**src/rtl/mfs_pkg.sv**
```systemverilog
package mfs_pkg;

  // Width of the slot-length value; a slot lasts 1..3 slow-clock cycles.
  localparam int LEN_W = 2;

  typedef enum logic [1:0] {
    PH_IDLE   = 2'd0,
    PH_SETTLE = 2'd1,
    PH_CONV   = 2'd2
  } phase_t;

  // Filter-length code to slot length; the reserved code 3 acts as 2.
  function automatic logic [LEN_W-1:0] slot_len_of(input logic [1:0] code);
    case (code)
      2'd0:    slot_len_of = LEN_W'(1);
      2'd1:    slot_len_of = LEN_W'(2);
      default: slot_len_of = LEN_W'(3);
    endcase
  endfunction

endpackage

```
**src/rtl/mfs_cfg_latch.sv**
```systemverilog
module mfs_cfg_latch
  import mfs_pkg::*;
#(
  parameter int CNT_W = 4
) (
  input  logic             clk,
  input  logic             rst_n,
  input  logic             load,
  input  logic [CNT_W-1:0] cfg_count,
  input  logic [1:0]       cfg_flen,
  output logic [CNT_W-1:0] cnt_eff,
  output logic [LEN_W-1:0] slot_len
);

  logic [CNT_W-1:0] cnt_clamped;

  // A count of zero would give an empty frame; clamp it to one slot.
  always_comb begin
    cnt_clamped = cfg_count;
    if (cfg_count == '0) cnt_clamped = CNT_W'(1);
  end

  always_ff @(posedge clk or negedge rst_n) begin
    if (!rst_n) begin
      cnt_eff  <= CNT_W'(1);
      slot_len <= LEN_W'(1);
    end else if (load) begin
      cnt_eff  <= cnt_clamped;
      slot_len <= slot_len_of(cfg_flen);
    end
  end

  // outside the settle cycle the latched configuration never moves.
  a_r8_cfg_hold: assert property (@(posedge clk) disable iff (!rst_n)
    !load |=> $stable(cnt_eff) && $stable(slot_len));

  // the effective count is never zero.
  a_r7_count_nonzero: assert property (@(posedge clk) disable iff (!rst_n)
    cnt_eff != '0);

  // the slot length stays within 1..3.
  a_r6_len_range: assert property (@(posedge clk) disable iff (!rst_n)
    slot_len != '0);

endmodule

```
**src/rtl/mfs_sub_timer.sv**
```systemverilog
module mfs_sub_timer
  import mfs_pkg::*;
(
  input  logic             clk,
  input  logic             rst_n,
  input  logic             run,
  input  logic [LEN_W-1:0] slot_len,
  output logic             first,
  output logic             last
);

  logic [LEN_W-1:0] sub;

  assign first = (sub == '0);
  assign last  = (sub == slot_len - LEN_W'(1));

  always_ff @(posedge clk or negedge rst_n) begin
    if (!rst_n) begin
      sub <= '0;
    end else if (!run || last) begin
      sub <= '0;
    end else begin
      sub <= sub + LEN_W'(1);
    end
  end

  // the position inside a slot never reaches the slot length.
  a_r4_sub_bound: assert property (@(posedge clk) disable iff (!rst_n)
    run |-> sub < slot_len);

  // after a slot's last cycle, the next running cycle opens a new slot.
  a_r5_first_after_last: assert property (@(posedge clk) disable iff (!rst_n)
    run && last |=> !run || first);

endmodule

```
**src/rtl/mfs_frame_ctrl.sv**
```systemverilog
module mfs_frame_ctrl
  import mfs_pkg::*;
#(
  parameter int CNT_W = 4
) (
  input  logic             clk,
  input  logic             rst_n,
  input  logic [CNT_W-1:0] cnt_eff,
  input  logic             slot_last,
  output phase_t           phase,
  output logic [CNT_W-1:0] slot
);

  logic final_slot;

  assign final_slot = (slot == cnt_eff - CNT_W'(1));

  always_ff @(posedge clk or negedge rst_n) begin
    if (!rst_n) begin
      phase <= PH_IDLE;
      slot  <= '0;
    end else begin
      case (phase)
        PH_IDLE: begin
          phase <= PH_SETTLE;
          slot  <= '0;
        end
        PH_SETTLE: begin
          phase <= PH_CONV;
          slot  <= '0;
        end
        PH_CONV: begin
          if (slot_last) begin
            if (final_slot) begin
              phase <= PH_SETTLE;
              slot  <= '0;
            end else begin
              slot <= slot + CNT_W'(1);
            end
          end
        end
        default: begin
          phase <= PH_IDLE;
          slot  <= '0;
        end
      endcase
    end
  end

  // the settle state lasts one cycle and is followed by conversion.
  a_r2_settle_one_cycle: assert property (@(posedge clk) disable iff (!rst_n)
    phase == PH_SETTLE |=> phase == PH_CONV);

  // a slot index past the configured count never appears.
  a_r4_slot_bound: assert property (@(posedge clk) disable iff (!rst_n)
    phase == PH_CONV |-> slot < cnt_eff);

  // slots advance by one when a non-final slot ends.
  a_r4_slot_step: assert property (@(posedge clk) disable iff (!rst_n)
    phase == PH_CONV && slot_last && !final_slot |=> slot == $past(slot) + CNT_W'(1));

  // the slot index reads 0 during settle.
  a_r9_slot_zero_settle: assert property (@(posedge clk) disable iff (!rst_n)
    phase == PH_SETTLE |-> slot == '0);

endmodule

```
**src/rtl/mux_frame_seq.sv**
```systemverilog
module mux_frame_seq
  import mfs_pkg::*;
#(
  parameter int CNT_W = 4
) (
  input  logic             clk,
  input  logic             rst_n,
  input  logic [CNT_W-1:0] cfg_count,
  input  logic [1:0]       cfg_flen,
  output logic             frame_sync,
  output logic             conv_active,
  output logic [CNT_W-1:0] mux_slot,
  output logic             conv_start,
  output logic             conv_done
);

  phase_t           phase;
  logic [CNT_W-1:0] cnt_eff;
  logic [LEN_W-1:0] slot_len;
  logic             slot_first;
  logic             slot_last;
  logic             in_conv;

  assign in_conv = (phase == PH_CONV);

  mfs_cfg_latch #(.CNT_W(CNT_W)) u_cfg (
    .clk       (clk),
    .rst_n     (rst_n),
    .load      (phase == PH_SETTLE),
    .cfg_count (cfg_count),
    .cfg_flen  (cfg_flen),
    .cnt_eff   (cnt_eff),
    .slot_len  (slot_len)
  );

  mfs_sub_timer u_timer (
    .clk      (clk),
    .rst_n    (rst_n),
    .run      (in_conv),
    .slot_len (slot_len),
    .first    (slot_first),
    .last     (slot_last)
  );

  mfs_frame_ctrl #(.CNT_W(CNT_W)) u_ctrl (
    .clk       (clk),
    .rst_n     (rst_n),
    .cnt_eff   (cnt_eff),
    .slot_last (slot_last),
    .phase     (phase),
    .slot      (mux_slot)
  );

  assign frame_sync  = (phase == PH_SETTLE);
  assign conv_active = in_conv;
  assign conv_start  = in_conv && slot_first;
  assign conv_done   = in_conv && slot_last;

  // sync is a single-cycle pulse.
  a_r2_sync_pulse: assert property (@(posedge clk) disable iff (!rst_n)
    frame_sync |=> !frame_sync);

  // sync and conversion never overlap.
  a_r2_sync_excl: assert property (@(posedge clk) disable iff (!rst_n)
    !(frame_sync && conv_active));

  // a done strobe is followed by a start strobe or by the settle cycle.
  a_r5_done_then_next: assert property (@(posedge clk) disable iff (!rst_n)
    conv_done |=> conv_start || frame_sync);

endmodule

```
**config.mk**
```make
export PLATFORM = sky130hd
export DESIGN_NAME = mux_frame_seq
export DESIGN_NICKNAME = d
export VERILOG_FILES = /design/src/rtl/mfs_pkg.sv /design/src/rtl/mfs_cfg_latch.sv /design/src/rtl/mfs_sub_timer.sv /design/src/rtl/mfs_frame_ctrl.sv /design/src/rtl/mux_frame_seq.sv
export SDC_FILE = /design/constraint.sdc
export NUM_CORES = 1
export LEC_CHECK = 0
export ABC_AREA = 0
export BUFFER_PORTS_ARGS = -buffer_cell sky130_fd_sc_hd__buf_2
export CORE_MARGIN = 2
export CORE_UTILIZATION = 50
export DETAILED_ROUTE_END_ITERATION = 7
export PLACE_DENSITY = 0.73
export SYNTH_ARGS = -nofsm -noshare
export SYNTH_HDL_FRONTEND = slang
export SYNTH_HIERARCHICAL = 1
export SYNTH_SLANG_ARGS = --single-unit
```
**constraint.sdc**
```tcl
create_clock -name clk -period 3.1 [get_ports clk]
set_clock_uncertainty 0.05 [all_clocks]
set_input_delay 0.155 -clock clk [delete_from_list [all_inputs] [get_ports clk]]
set_output_delay 0.155 -clock clk [all_outputs]
set_load 0.005 [all_outputs]
```
==> results.cfg, run 1 <==
[route]
routed_wl_um = 1440
num_vias = 609
drt_iter0_drc = 11
drc = 0
viasPerCell = 5.49
wl_per_cell_um = 13.0
first_pass_iters = 4
final_antenna_net_count = 0

[pwr]
leakage_nw = 0.452
pwr_density_cell_mw_per_mm2 = 902
power.total_w = 0.000840
vdd_drop_max_mv = 0.539

[synthesis]
netlist_top_cells_area = dfrtp_1 (38%), dfstp_2 (6.6%), xnor2_1 (6.6%)
synth_xor_area_share_pct = 10.8
yosys_most_used_dff = dfrtp_1
async_reset_ff_share_pct = 100
ys_types = 31
synthAdderAreaFrac_pct = 4.70
synth-simple-area-share_pct = 19.1
ys_seq_area_share_pct = 44.2
synth_seq_cells = 14
ys_warn_count = 6
synth_area_um2 = 798
yosysTopAreaCellShare_pct = 37.6
yosys.area.top_type = dfrtp_1
synth-compound-area-share_pct = 12.1
syn_inst = 76
synth_mux_area_share_pct = 4.23
avgSynthCellArea_um2 = 10.5
synth_top_family_by_area = simple AND/OR/NAND/NOR gates
syn-num-nets = 87
synth-edff-count = 0

[placement]
place_ws_ns = 1.08
io_buffers = 15
place_congestion = 0.790
place_hpwl_um = 1060
placed_cells = 106

[grt]
grt_first_pass_wirelength_um = 2460
grt_antenna_before_repair = 0
grt-ovfl-total = 0
grt_max_degree = 15
gr-usage-all-layers_pct = 17.5
grt_pass1_vias = 566

[timing]
final.period_utilization_pct = 67.0
setup_violations = 0
max_slew_margin_pct = 62.5
grt_setup_unrepaired = no
tightest_slew_ns = 0.563
final-max-slew-violation-count = 0
setup_slack_ns = 1.02
finalHoldViolCount = 0
fin_setup_tns_ns = 0
max_freq_mhz = 481
period_needed_ns = 2.08

[worst_setup_path]
crit_required_ns = 2.89
crit_fanout = 9
worstSetupStartpointType = flop
critPathLaunch = u_timer/sub[1]$_DFF_PN0_
arrival_ns = 1.87
rr_endpoint = u_ctrl/phase[1]$_DFFE_PN0P_
path_class = reg -> out
r2r_cells = 6
r2r_setup_slack_ns = 1.08
timing.rr.start = u_cfg/cnt_eff[0]$_DFFE_PN1P_
end_kind = output pin

[cts]
cts_tree = yes
cts_resized = 0
clock_latency_ns = 0.27
clockBufferDepth = 2
cts_hold_buf = 2
cts-root-buf = clkbuf_4
htreeDepth = 1
clk_pin_slew_ns = 0.08
post_cts_buffers = 0
cts_made_buffers = 3
clock-sinks = 14

[cells_and_area]
nFillCells = 134
final_cells = 111
areaGrowthSynthToFinish_pct = 16.6
final_nets = 108
drive_gt1_share_pct = 31.6
diodes = 0

[floorplanning]
die_x_um = 44.0
rows = 14
die_area_mm2 = 0.00193
floorplan.initialDensity_pct = 53.0
die_h_um = 44.0
coreArea_mm2 = 0.00151
ioPinCount = 16

[worst_hold_path]
min_path_type = in -> reg
holdPathStages = 3
hold_start = cfg_count[0]
whs_endpoint = u_cfg/cnt_eff[0]$_DFFE_PN1P_

[job]
cap_violations = 0

[run_status]
status = complete, no violations
==> worst max-delay path by stage <==
stage,cells after the start,slack (ns),endpoint
global placement,6,1.13,u_ctrl/phase[1]$_DFFE_PN0P_
detailed placement,6,1.08,u_ctrl/phase[1]$_DFFE_PN0P_
floorplan,6,1.28,u_ctrl/phase[1]$_DFFE_PN0P_
CTS,5,1.05,conv_done
global route,5,0.93,conv_done
finish,5,1.02,conv_done
==> worst max-delay path, stage by stage, from the launching register on <==
cell,delay (ns)
dfrtp_1,0.41
xor2_2,0.24
nand2_1,0.11
o22ai_1,0.46
and3b_2,0.27
buf_2,0.10
==> layer usage <==
layer / GRT usage (%) / share of wire (%) / vias up
met1: 23.1 / 48 / 284
li1: - / - / 300
met5: 0 / 0 / -
met4: 10.9 / 1.0 / 0
met2: 26.8 / 45 / 23
met3: 2.50 / 5.7 / 2
==> through the flow <==
| stage | utilization (%) | hold slack, ns | area [um^2] |
|---|---|---|---|
| finish | 61.8 | 0.0294 | 931 |
| global route | 61.8 | 0.0301 | 931 |
| CTS | 61.8 | 0.0216 | 931 |
| detailed placement | 59.0 | 0.0188 | 888 |
| global placement | 59.0 | 0.0118 | 888 |
| floorplan | - | -0.191 | 798 |
==> where the power goes <==
part	switching [W]	leakage [nW]	internal, W
sequential	0.0000756	0.173	0.000257
combinational	0.000206	0.265	0.000201
clock	0.0000566	0.0138	0.0000450
total	0.000338	0.452	0.000502
==> synth_stat cells, drive strengths merged (2+ instances only) <==
| cell | n |
|---|---|
| nor2 | 6 |
| inv | 9 |
| and3b | 2 |
| xor2 | 3 |
| a31oi | 2 |
| dfrtp | 12 |
| nand2 | 3 |
| ha | 3 |
| xnor2 | 6 |
| dfstp | 2 |
| and2b | 2 |
| mux2 | 3 |
| a21oi | 3 |
| o311ai | 2 |
| nand2b | 3 |
| nor3 | 2 |
==> placed cells by master, fill, tap and decap left out, types with 2 or more instances in the layout <==
| cell | Yosys | routed |
|---|---|---|
| inv_1 | 9 | 9 |
| a21oi_1 | 3 | 3 |
| and2b_2 | 2 | 2 |
| dfstp_2 | 2 | 2 |
| dlygate4sd3_1 | 0 | 2 |
| a31oi_1 | 2 | 2 |
| nor2_1 | 6 | 6 |
| clkbuf_4 | 0 | 3 |
| o311ai_0 | 2 | 2 |
| dfrtp_1 | 12 | 12 |
| xor2_1 | 2 | 2 |
| mux2_2 | 3 | 3 |
| nand2_1 | 3 | 3 |
| buf_2 | 1 | 15 |
| nand2b_1 | 3 | 3 |
| ha_1 | 3 | 3 |
| xnor2_1 | 6 | 6 |
| and3b_2 | 2 | 2 |
==> cell type report <==
cell class	count	area [um^2]	share of cell area, %
Multi-Input combinational cell	52	407	43.7
Sequential cell	14	353	37.9
Timing Repair Buffer	17	95.1	10.2
Inverter	9	33.8	3.63
Clock buffer	3	22.5	2.42
Tap cell	16	20.0	2.15
==> registers in the layout (all words and copies together), names as in the netlist <==
| name | flops |
|---|---|
| u_ctrl/phase | 2 |
| u_cfg/slot_len | 2 |
| u_cfg/cnt_eff | 4 |
| u_ctrl/slot | 4 |
| u_timer/sub | 2 |
==> kinds of logic (layout without fill, tap and decap cells) <==
group | after synthesis | after routing
compound gates | 13 | 13
xor+xnor | 9 | 9
fa+ha+maj | 3 | 3
buf+inv | 10 | 29
flops | 14 | 14
mux | 3 | 3
simple gates | 24 | 24
Power figures use the tool's default switching activity.
==> inputs of run 2 (changes only) <==
CORE_UTILIZATION = 47   (was 50)
PLACE_DENSITY = 0.72   (was 0.73)
clock period = 1.9 ns   (was 3.1 ns; I/O delays follow)
==> run 2 against run 1 <==
Die area rose by 5.8%. Final area grew 13%. Routed wire length rose by 8.5%. Global-route usage shrank 0.81 points. Largest cell class unchanged. Largest power group unchanged.
==> results.cfg, run 2 (same netlist as run 1, synthesis figures left out) <==
[cells_and_area]
final_nets = 116
design_area_mm2 = 0.00105
drive_gt1_share_pct = 36.5
final_cell_mix = buf_2 (15), dfrtp_1 (12), inv_1 (9)
areaGrowthSynthToFinish_pct = 32.1
diodes = 0
final_common_cell = buf_2
biggestRegsByFlops = u_cfg/cnt_eff x4, u_ctrl/slot x4

[worst_setup_path]
rr_endpoint = u_ctrl/phase[0]$_DFFE_PN0P_
max_stage_delay_ns = 0.43
cpMaxStageDelayCell = dfrtp_1
crit_family = flip-flops
crit_required_ns = 1.75
crit_fanout = 4
r2r_cells = 6
r2r_setup_slack_ns = 0.09
timing.rr.start = u_cfg/cnt_eff[0]$_DFFE_PN1P_
end_kind = output pin
path_cells = xor2_2 > nand2_1 > o22ai_2 > buf_4 > and3b_2 > buf_2
path_class = reg -> out
worstSetupStartpointType = flop
arrival_ns = 1.69
crit_buf_inv = 2

[pwr]
vdd_drop_max_mv = 0.792
power.total_w = 0.00166
leakage_nw = 0.505
pwr_density_cell_mw_per_mm2 = 1580

[floorplanning]
ioPinCount = 16
die_h_um = 45.2
die_x_um = 45.2
rows = 14
die_area_mm2 = 0.00204
coreArea_mm2 = 0.00154
floorplan.initialDensity_pct = 51.8

[grt]
grt_first_pass_wirelength_um = 2370
grt_pass1_vias = 595
grt_max_degree = 15
grt-ovfl-total = 0
gr-usage-all-layers_pct = 16.7
grt_antenna_before_repair = 0

[timing]
setup_slack_ns = 0.0677
period_needed_ns = 1.83
tightest_slew_ns = 0.476
max_freq_mhz = 546
setup_violations = 0
final.period_utilization_pct = 96.4
max_slew_margin_pct = 68.0
finalHoldViolCount = 0
final-max-slew-violation-count = 0

[run_status]
status = complete, no violations

[placement]
place_ws_ns = 0.0108
place_hpwl_um = 1120
place_congestion = 0.831
place_area_um2 = 911
io_buffers = 15

[route]
viasPerCell = 5.43
drc = 0
routed_wl_um = 1560
first_pass_iters = 4
num_vias = 652
final_antenna_net_count = 0
wl_per_cell_um = 13.0
drt_iter0_drc = 9

[job]
cap_violations = 0

[cts]
cts_made_buffers = 3
clock_latency_ns = 0.28
clockBufferDepth = 2
htreeDepth = 1
post_cts_buffers = 0
clk_pin_slew_ns = 0.09
clock-sinks = 14
cts-root-buf = clkbuf_4
cts_tree = yes

[worst_hold_path]
hold_start = cfg_count[3]
min_path_type = in -> reg
holdPathStages = 2
whs_endpoint = u_cfg/cnt_eff[3]$_DFFE_PN0P_
## run 2: power by group
part,switching (W),leakage (nW),internal [W]
logic,0.000427,0.311,0.000484
clock network,0.000105,0.0210,0.000117
registers,0.000112,0.173,0.000418
## run 2: cell type report
cell class | count | area, um^2
clock buffer | 4 | 36.3
fill | 127 | 487
inverter | 9 | 33.8
multi-input combinational | 52 | 444
sequential | 14 | 353
tap | 16 | 20.0
timing repair buffer | 25 | 168
## run 2: timing repair
action | CTS | global route
hold buffers | 7 | 0
resized for setup | 0 | 9
pin swaps | 0 | 3
endpoints found under the setup margin | 1 | 6
hold endpoints to repair | 18 | 0
## run 2: metal layers
metal  global-route usage [%]  part of all wire, %  vias to the layer above
met4                     11.8                  2.6                        0
met3                     2.40                  5.0                        6
met5                        0                    0                        -
met2                     28.6                   49                       26
li1                         -                    -                      314
met1                     18.7                   43                      306
## run 2: per-stage QoR
step	hold WS [ns]	setup TNS [ns]	util [%]	instances
after global routing	0.0340	-0.0111	68.4	120
final	0.0174	0	68.4	120
after CTS	0.0205	-0.00369	66.0	120
after floorplan	-0.251	0	-	76
after global placement	-0.0427	0	59.1	109
after detailed placement	-0.0443	0	59.1	109
## run 2: how the worst max path moves through the flow
| stage | startpoint | to | slack [ns] | cells past startpoint |
|---|---|---|---|---|
| after floorplan | u_cfg/cnt_eff[0]$_DFFE_PN1P_ | u_ctrl/phase[1]$_DFFE_PN0P_ | 0.08 | 6 |
| after detailed placement | u_cfg/cnt_eff[0]$_DFFE_PN1P_ | u_ctrl/phase[1]$_DFFE_PN0P_ | 0.01 | 6 |
| final | u_timer/sub[1]$_DFF_PN0_ | conv_done | 0.07 | 6 |
| after global routing | u_cfg/cnt_eff[0]$_DFFE_PN1P_ | u_ctrl/phase[0]$_DFFE_PN0P_ | -0.01 | 6 |
| after global placement | u_cfg/cnt_eff[0]$_DFFE_PN1P_ | u_ctrl/phase[1]$_DFFE_PN0P_ | 0.03 | 6 |
| after CTS | u_cfg/cnt_eff[0]$_DFFE_PN1P_ | u_ctrl/slot[1]$_DFFE_PN0P_ | -0.004 | 6 |
